## config.mk

```make
export PLATFORM = sky130hd
export DESIGN_NAME = bus_width_adapter
export DESIGN_NICKNAME = d
export VERILOG_FILES = /design/src/rtl/bwa_pkg.sv /design/src/rtl/bwa_cfg_latch.sv /design/src/rtl/bwa_splitter.sv /design/src/rtl/bwa_packer.sv /design/src/rtl/bus_width_adapter.sv
export SDC_FILE = /design/constraint.sdc
export NUM_CORES = 1
export LEC_CHECK = 0
export BUFFER_PORTS_ARGS = -buffer_cell sky130_fd_sc_hd__buf_4
export CAP_MARGIN = 20
export CORE_ASPECT_RATIO = 0.75
export CORE_MARGIN = 8
export CORE_UTILIZATION = 36
export DETAILED_ROUTE_END_ITERATION = 10
export PLACE_DENSITY = 0.65
export SYNTH_ARGS = -nofsm -noshare
export SYNTH_HDL_FRONTEND = slang
export SYNTH_SLANG_ARGS = --single-unit
```

## constraint.sdc

```tcl
create_clock -name clk -period 3.6 [get_ports clk]
set_input_delay 0.54 -clock clk [delete_from_list [all_inputs] [get_ports clk]]
set_output_delay 0.54 -clock clk [all_outputs]
set_load 0.05 [all_outputs]
```

## src/rtl/bwa_pkg.sv

```systemverilog
package bwa_pkg;
  localparam int LANES = 4;

  typedef enum logic [1:0] {BW_FULL = 2'd0, BW_HALF = 2'd1, BW_LANE = 2'd2} bw_e;

  function automatic bw_e decode_bw(input logic [1:0] code);
    case (code)
      2'd1:    return BW_HALF;
      2'd2:    return BW_LANE;
      default: return BW_FULL;
    endcase
  endfunction

  function automatic logic [1:0] last_beat(input bw_e bw);
    case (bw)
      BW_HALF: return 2'd1;
      BW_LANE: return 2'd3;
      default: return 2'd0;
    endcase
  endfunction

  function automatic logic [1:0] beat_slot(input bw_e bw, input logic big, input logic [1:0] cnt);
    return big ? last_beat(bw) - cnt : cnt;
  endfunction
endpackage

```

## src/rtl/bwa_cfg_latch.sv

```systemverilog
module bwa_cfg_latch
  import bwa_pkg::*;
(
  input  logic       clk,
  input  logic       mrst_n,
  input  logic [1:0] size_sel,
  input  logic       big_sel,
  output bw_e        bw,
  output logic       big
);
  always_ff @(posedge clk) begin
    if (!mrst_n) begin
      bw  <= decode_bw(size_sel);
      big <= big_sel;
    end
  end
endmodule

```

## src/rtl/bwa_splitter.sv

```systemverilog
module bwa_splitter
  import bwa_pkg::*;
#(
  parameter int LANE_W = 9
) (
  input  logic              clk,
  input  logic              clr,
  input  bw_e               bw,
  input  logic              big,
  input  logic              in_valid,
  output logic              in_ready,
  input  logic [LANES*LANE_W-1:0] in_data,
  output logic              out_valid,
  input  logic              out_ready,
  output logic [LANES*LANE_W-1:0] out_data
);
  localparam int DW = LANES * LANE_W;
  localparam int HW = 2 * LANE_W;

  logic [DW-1:0] word_q;
  logic [1:0]    cnt_q;
  logic          full_q;
  logic          last;
  logic          take_out;
  logic          take_in;
  int            slot;

  assign last      = (cnt_q == last_beat(bw));
  assign out_valid = full_q;
  assign in_ready  = !full_q || (out_ready && last);
  assign take_out  = full_q && out_ready;
  assign take_in   = in_valid && in_ready;

  always_comb begin
    slot     = int'(beat_slot(bw, big, cnt_q));
    out_data = '0;
    case (bw)
      BW_HALF: out_data[HW-1:0]     = word_q[slot*HW +: HW];
      BW_LANE: out_data[LANE_W-1:0] = word_q[slot*LANE_W +: LANE_W];
      default: out_data             = word_q;
    endcase
  end

  always_ff @(posedge clk) begin
    if (clr) begin
      full_q <= 1'b0;
      cnt_q  <= '0;
      word_q <= '0;
    end else begin
      if (take_out) begin
        if (last) begin
          cnt_q  <= '0;
          full_q <= 1'b0;
        end else begin
          cnt_q <= cnt_q + 2'd1;
        end
      end
      if (take_in) begin
        word_q <= in_data;
        full_q <= 1'b1;
      end
    end
  end
endmodule

```

## src/rtl/bwa_packer.sv

```systemverilog
module bwa_packer
  import bwa_pkg::*;
#(
  parameter int LANE_W = 9
) (
  input  logic              clk,
  input  logic              clr,
  input  bw_e               bw,
  input  logic              big,
  input  logic              in_valid,
  output logic              in_ready,
  input  logic [LANES*LANE_W-1:0] in_data,
  output logic              out_valid,
  input  logic              out_ready,
  output logic [LANES*LANE_W-1:0] out_data
);
  localparam int DW = LANES * LANE_W;
  localparam int HW = 2 * LANE_W;

  logic [DW-1:0] acc_q;
  logic [1:0]    cnt_q;
  logic          full_q;
  logic          last;
  logic          take_in;
  int            slot;

  assign last      = (cnt_q == last_beat(bw));
  assign out_valid = full_q;
  assign out_data  = acc_q;
  assign in_ready  = !full_q || out_ready;
  assign take_in   = in_valid && in_ready;
  assign slot      = int'(beat_slot(bw, big, cnt_q));

  always_ff @(posedge clk) begin
    if (clr) begin
      full_q <= 1'b0;
      cnt_q  <= '0;
      acc_q  <= '0;
    end else begin
      if (full_q && out_ready) full_q <= 1'b0;
      if (take_in) begin
        case (bw)
          BW_HALF: acc_q[slot*HW +: HW]         <= in_data[HW-1:0];
          BW_LANE: acc_q[slot*LANE_W +: LANE_W] <= in_data[LANE_W-1:0];
          default: acc_q                        <= in_data;
        endcase
        if (last) begin
          cnt_q  <= '0;
          full_q <= 1'b1;
        end else begin
          cnt_q <= cnt_q + 2'd1;
        end
      end
    end
  end
endmodule

```

## src/rtl/bus_width_adapter.sv

```systemverilog
module bus_width_adapter
  import bwa_pkg::*;
#(
  parameter int LANE_W = 9
) (
  input  logic                    clk,
  input  logic                    mrst_n,
  input  logic                    prst_n,
  input  logic [1:0]              size_sel,
  input  logic                    big_sel,
  input  logic                    a_in_valid,
  output logic                    a_in_ready,
  input  logic [LANES*LANE_W-1:0] a_in_data,
  output logic                    b_out_valid,
  input  logic                    b_out_ready,
  output logic [LANES*LANE_W-1:0] b_out_data,
  input  logic                    b_in_valid,
  output logic                    b_in_ready,
  input  logic [LANES*LANE_W-1:0] b_in_data,
  output logic                    a_out_valid,
  input  logic                    a_out_ready,
  output logic [LANES*LANE_W-1:0] a_out_data
);
  bw_e  cfg_bw;
  logic cfg_big;
  logic clr;

  assign clr = !mrst_n || !prst_n;

  bwa_cfg_latch u_cfg (
    .clk(clk), .mrst_n(mrst_n), .size_sel(size_sel), .big_sel(big_sel),
    .bw(cfg_bw), .big(cfg_big)
  );

  bwa_splitter #(.LANE_W(LANE_W)) u_split (
    .clk(clk), .clr(clr), .bw(cfg_bw), .big(cfg_big),
    .in_valid(a_in_valid), .in_ready(a_in_ready), .in_data(a_in_data),
    .out_valid(b_out_valid), .out_ready(b_out_ready), .out_data(b_out_data)
  );

  bwa_packer #(.LANE_W(LANE_W)) u_pack (
    .clk(clk), .clr(clr), .bw(cfg_bw), .big(cfg_big),
    .in_valid(b_in_valid), .in_ready(b_in_ready), .in_data(b_in_data),
    .out_valid(a_out_valid), .out_ready(a_out_ready), .out_data(a_out_data)
  );
endmodule

```

==> results.txt, run 1 <==
Final Non-Filler Cells = 1238
Maximum clock frequency = 295 MHz
Placed cell count = 1222
# IOs = 158
# clock sinks = 81
XOR/XNOR Fraction of Synth Area = 0.937%
Syn avg cell area = 7.55 um2
GR Util All Layers = 25.0%
Flop2flop setup slack = 210 ps
Slew @ Worst Pin = 883 ps
Postcts setup bufs = 0
CP Launch Type = flop
Post-synthesis mux area share = 9.35%
Commonest cells post-synth = nand2_1 (153), a21oi_1 (94), dfxtp_1 (78)
Slowest CP cell = ha_1
Cells along the critical path = ha_2 -> ha_1 -> xor2_2 -> nand2_1 -> xnor2_1 -> buf_4 -> ha_1 -> and3b_1 -> inv_1 -> o211ai_1 -> o211ai_1 -> a221oi_1
Min-Delay Path Class = in2reg
Setup Crit Path Kind = reg2reg
Max_cap viols = 0
YS warnings = 0
Post_cts resized = 0
DR pass1 iterations = 5
Final max-slew violation count = 0
Ratio of final minimum period to clock period = 94.3%
# hold bufs at CTS = 0
Ranking of synthesized cells by area = dfxtp_1 (24%), nand2_1 (9.0%), a21oi_1 (7.3%)
Global placement routability congestion = 1.01
Final setup viols = 0
WHS = 368 ps
Unrepaired setup endpoints after global routing = false
Worst EP arrival = 3650 ps
HPWL after detailed placement = 21000 um
Yosys top cell by area = dfxtp_1
Clock power share = 30.3%
DRC = 0
Initial drt markers = 1008
CTS Buf Count = 9
Post-DRT Antenna Nets = 0
Buf/Inv on CP = 2
Post-Place Worst Slack = 135 ps
Clk pin slew, worst setup/hold paths = 70 ps
Largest delay share family, worst path = adder cells
CP Capture Type = flop
Rows = 42
Final Skew = 7.25 ps
NumNets Final = 1080
Synth Area in Compound Gates = 30.5%
Gate power share = 40.9%
Share of async-settable or async-resettable flops after synthesis = 0%
Post-Syn Area = 6410 um2
Per-cell routed wire length = 23.1 um
Post-synthesis cell type count = 85
CP max FO = 12
Die area = 22400 um2
Final Hold Fails = 0
Layout area overhead = 29.9%
Status = complete, no violations
Vias in the first global route = 7230
Final WS setup = 206 ps
Remaining Overflow, GRT = 0
Most frequent cell after synthesis = nand2_1
Die Y = 132 um
Post-Syn Nets = 938
Area of the multi-input gates = 4360 um2
Final core occ = 47.4%
Synth top area share = 24.4%
Critical Path RT = 3850 ps
Leakage = 3.38 nW
Max-slew headroom = 40.9%
Max stage delay on crit path = 430 ps
First-pass GRT wire length = 44200 um
Clock root buffer = clkbuf_16
# diodes = 0
Number of antenna violations at the first check in global routing = 0
Sequential area share after synthesis = 25.8%
CTS tree = built
Cell-internal power = 2.05 mW
Setup TNS = 0 ps
Switching part of the total power = 40.1%
Peak VDD IR = 0.236 mV
Switching power = 1.37 mW
Power, Total = 3.42 mW
Via count = 7707
Main flop type after synthesis = dfxtp_1
Die width = 170 um
Post-Syn Instances = 849
Htree depth = 3
IO buf count = 157
Starting Density = 36.5%
Seq pwr share = 28.8%
Routed vias/inst = 6.23
Main combinational cell family by area after synthesis = compound AO/OA/AOI/OAI gates
Fill cell count = 1826
Largest net degree at the start of global routing = 56
EDFF count, synth = 3
Share of layout cells above drive strength 1 = 28.7%
Post-Route WL = 28700 um
Post-synthesis adder-cell area fraction = 1.37%
FF+latch area = 1650 um2
Clk buf depth = 2
Tmin final = 3390 ps
Post-Synth Simple-Gate Area = 25.3%
Pwr dens = 410 nW/um2
Final instance area = 8330 um2
Core ar. = 17600 um2
FF+latch count, synth = 81
Placed Area = 7970 um2
Worst skew pair latency = 350 ps
## layout by cell type (no fill, tap or decap), types with 4 or more instances in the layout
cell type and n:
a21o_1 4, a21oi_1 92, a221oi_1 16, a22o_1 20
a22oi_1 12, a31oi_1 11, and2_1 25, and3_1 11
and4_1 5, buf_4 210, clkbuf_16 10, dfxtp_1 78
ha_1 5, inv_1 14, mux2_2 9, mux2i_1 7
mux4_2 19, nand2_1 152, nand2b_1 8, nand3_1 33
nand4_1 10, nor2_1 34, nor2b_1 7, nor3_1 10
nor3b_1 4, o2111ai_1 8, o211ai_1 14, o21ai_0 40
o221ai_1 10, o22ai_1 6, o311ai_0 4, o31ai_1 7
or3_1 13
## final cells by class
cell class / instances / area share (%)
Sequential cell: 81 / 19.8
Multi-Input combinational cell: 668 / 52.4
Timing Repair Buffer: 212 / 19.3
Clock buffer: 10 / 3.00
Tap cell: 242 / 3.64
Inverter: 19 / 0.916
Clock inverter: 6 / 0.931
## worst reg2reg max path, delay by kind of cell, from the launching register on
kind	cells	cell delay, ps
fa+ha+maj	3	1030
compound gates	3	780
simple gates	2	430
flops	1	400
xor+xnor	2	370
buf+inv	2	290
## final timing paths
kind | from | endpoint | depth (start not counted)
max | u_cfg.bw[1] | u_pack.out_data[16] | 12
min | big_sel | u_cfg.big | 1
max reg2reg | u_cfg.bw[1] | u_pack.out_data[16] | 12
min reg2reg | u_split.word_q[16] | u_split.word_q[16] | 2
## power groups by stage
stage	Combinational, mW	Clock (mW)	Sequential (mW)
2_1_floorplan	0.798	0	1.06
4_1_cts	1.36	1.05	0.982
3_5_place_dp	1.35	0	1.00
5_1_grt	1.48	1.09	0.989
3_3_place_gp	1.37	0	1.00
6_report	1.40	1.03	0.984
## cell families after synthesis
kind of cell | Yosys count
fa+ha+maj | 7
mux | 35
flops | 81
compound gates | 287
simple gates | 333
buf+inv | 100
xor+xnor | 6
## registers in the layout, summed over array words and instances (netlist names)
| register | flops |
|---|---|
| u_cfg.big | 1 |
| u_cfg.bw | 2 |
| u_pack.cnt_q | 2 |
| u_pack.out_data | 36 |
| u_pack.out_valid | 1 |
| u_split.cnt_q | 2 |
| u_split.out_valid | 1 |
| u_split.word_q | 36 |
## metal layers
layer,track usage (%),share of wire (%)
met5,0,0
met1,35.0,43
met2,36.0,42
met4,9.53,3.3
met3,6.31,11
Power figures use the tool's default switching activity.
==> inputs of run 2 (changes only) <==
- REMOVE_ABC_BUFFERS: default -> 1
==> run 2 against run 1 <==
Compared with the run above:
- cell count is 0.24% higher
- clock skew is 3.5 ps higher
- combinational power hardly changed
- sequential power hardly changed
- final area is 0.50% higher
- setup slack worse by 53 ps
- global-route usage is 0.055 points higher
- worst hold slack worse by 5.7 ps
- largest power group unchanged
- highest routed layer unchanged
==> results.txt, run 2 (synthesis results as in run 1) <==
Status = complete, no violations (unchanged)
Remaining Overflow, GRT = 0 (unchanged)
Via count = 7613 (was 7707)
Die Y = 132 um (unchanged)
CTS Buf Count = 9 (unchanged)
Fill cell count = 1792 (was 1826)
Share of layout cells above drive strength 1 = 29.2% (was 28.7%)
CTS tree = built (unchanged)
Max-slew headroom = 50.1% (was 40.9%)
CP Launch Type = flop (unchanged)
GR Util All Layers = 25.0% (about the same)
Final instance area = 8370 um2 (was 8330 um2)
# IOs = 158 (unchanged)
IO buf count = 157 (unchanged)
# clock sinks = 81 (unchanged)
Clock root buffer = clkbuf_16 (unchanged)
Post-DRT Antenna Nets = 0 (unchanged)
Tmin final = 3450 ps (was 3390 ps)
Post-Route WL = 28700 um (about the same)
Setup TNS = 0 ps (unchanged)
Critical Path RT = 3810 ps (was 3850 ps)
Vias in the first global route = 7334 (was 7230)
Routed vias/inst = 6.13 (was 6.23)
Global placement routability congestion = 0.989 (was 1.01)
First-pass GRT wire length = 44300 um (was 44200 um)
Leakage = 3.39 nW (was 3.38 nW)
Maximum clock frequency = 290 MHz (was 295 MHz)
Clk pin slew, worst setup/hold paths = 70 ps (about the same)
Largest delay share family, worst path = adder cells (unchanged)
Buf/Inv on CP = 3 (was 2)
Clk buf depth = 2 (unchanged)
Number of antenna violations at the first check in global routing = 0 (unchanged)
Max stage delay on crit path = 560 ps (was 430 ps)
# diodes = 0 (unchanged)
DRC = 0 (unchanged)
Commonest cells after routing, fill and taps aside = buf_4 (213), nand2_1 (152), a21oi_1 (92) (was buf_4 (210), nand2_1 (152), a21oi_1 (92))
Unrepaired setup endpoints after global routing = false (unchanged)
Starting Density = 36.5% (unchanged)
Post-Place Worst Slack = -25.7 ps (was 135 ps)
Peak VDD IR = 0.237 mV (was 0.236 mV)
Cells along the critical path = ha_2 -> ha_2 -> xor2_2 -> nand2_1 -> xnor2_2 -> inv_1 -> ha_2 -> inv_1 -> buf_4 -> nand2_1 -> mux2i_1 -> mux2_2 -> a211oi_1 -> o32ai_1 (was ha_2 -> ha_1 -> xor2_2 -> nand2_1 -> xnor2_1 -> buf_4 -> ha_1 -> and3b_1 -> inv_1 -> o211ai_1 -> o211ai_1 -> a221oi_1)
Slew @ Worst Pin = 738 ps (was 883 ps)
DR pass1 iterations = 7 (was 5)
CP max FO = 10 (was 12)
Slowest CP cell = a211oi_1 (was ha_1)
Pwr dens = 401 nW/um2 (was 410 nW/um2)
Final WS setup = 154 ps (was 206 ps)
Postcts setup bufs = 0 (unchanged)
Rows = 42 (unchanged)
Worst EP arrival = 3660 ps (was 3650 ps)
Min-Delay Path Class = in2reg (unchanged)
Max_cap viols = 0 (unchanged)
Worst skew pair latency = 350 ps (about the same)
Largest net degree at the start of global routing = 56 (unchanged)
Layout area overhead = 30.5% (was 29.9%)
Die width = 170 um (unchanged)
Initial drt markers = 978 (was 1008)
Most frequent cell on the critical path = ha_2
NumNets Final = 1083 (was 1080)
Core ar. = 17600 um2 (unchanged)
Placed Area = 7990 um2 (was 7970 um2)
Per-cell routed wire length = 23.1 um (about the same)
Final Skew = 10.7 ps (was 7.25 ps)
Final core occ = 47.7% (was 47.4%)
Setup Crit Path Kind = reg2reg (unchanged)
Final Hold Fails = 0 (unchanged)
Power, Total = 3.36 mW (was 3.42 mW)
Final setup viols = 0 (unchanged)
Ratio of final minimum period to clock period = 95.7% (was 94.3%)
Commonest non-fill, non-tap cell in the layout = buf_4 (unchanged)
Htree depth = 3 (unchanged)
Die area = 22400 um2 (unchanged)
CP Capture Type = flop (unchanged)
Final max-slew violation count = 0 (unchanged)
HPWL after detailed placement = 20600 um (was 21000 um)
run 2: worst reg2reg max path: cells and delay by family (launching register included):
| family | cells | cell delay, ps |
|---|---|---|
| mux | 2 | 410 |
| simple gates | 2 | 200 |
| flops | 1 | 400 |
| buf+inv | 3 | 420 |
| compound gates | 2 | 710 |
| fa+ha+maj | 3 | 850 |
| xor+xnor | 2 | 320 |
run 2: where the power goes:
group | switching, mW | internal (mW) | total (mW) | leakage, nW
clock network | 0.416 | 0.534 | 0.951 | 0.145
registers | 0.0401 | 0.941 | 0.981 | 0.664
logic | 0.902 | 0.523 | 1.43 | 2.58
total | 1.36 | 2.00 | 3.36 | 3.39
run 2: area by class of cell:
type | instances | area [um2] | share of cell area (%)
tap | 242 | 303 | 3.62
timing repair buffer | 215 | 1630 | 19.5
clock buffer | 12 | 268 | 3.20
multi-input combinational | 668 | 4410 | 52.7
sequential | 81 | 1650 | 19.7
clock inverter | 4 | 33.8 | 0.404
inverter | 19 | 76.3 | 0.912
run 2: per-layer routing:
metal | vias up | track usage (%) | share of wire [%]
met5 | - | 0 | 0
met4 | 0 | 7.44 | 2.4
met3 | 61 | 7.57 | 11
met2 | 448 | 35.8 | 43
met1 | 3645 | 35.3 | 44
li1 | 3459 | - | -
run 2: path summary, 6_finish.rpt:
kind | startpoint | to | slack [ps] | cells after the start
worst max register to register | u_cfg.bw[1] | u_pack.out_data[23] | 150 | 14
worst min-delay path | big_sel | u_cfg.big | 360 | 1
worst min register to register | u_pack.out_data[6] | u_pack.out_data[6] | 460 | 2
worst max-delay path | u_cfg.bw[1] | u_pack.out_data[23] | 150 | 14
run 2: metrics by stage:
stage,instances,hold slack (ps)
2_1_floorplan,768,446
3_3_place_gp,1225,447
3_5_place_dp,1225,457
4_1_cts,1241,349
5_1_grt,1241,350
6_report,1241,362
run 2: timing repair:
item                                   CTS  global route
endpoints found under the hold margin    0             0
hold buffers                             0             0
setup endpoints to repair               18            35
resized for setup                        2            12
pin swaps                                0             1
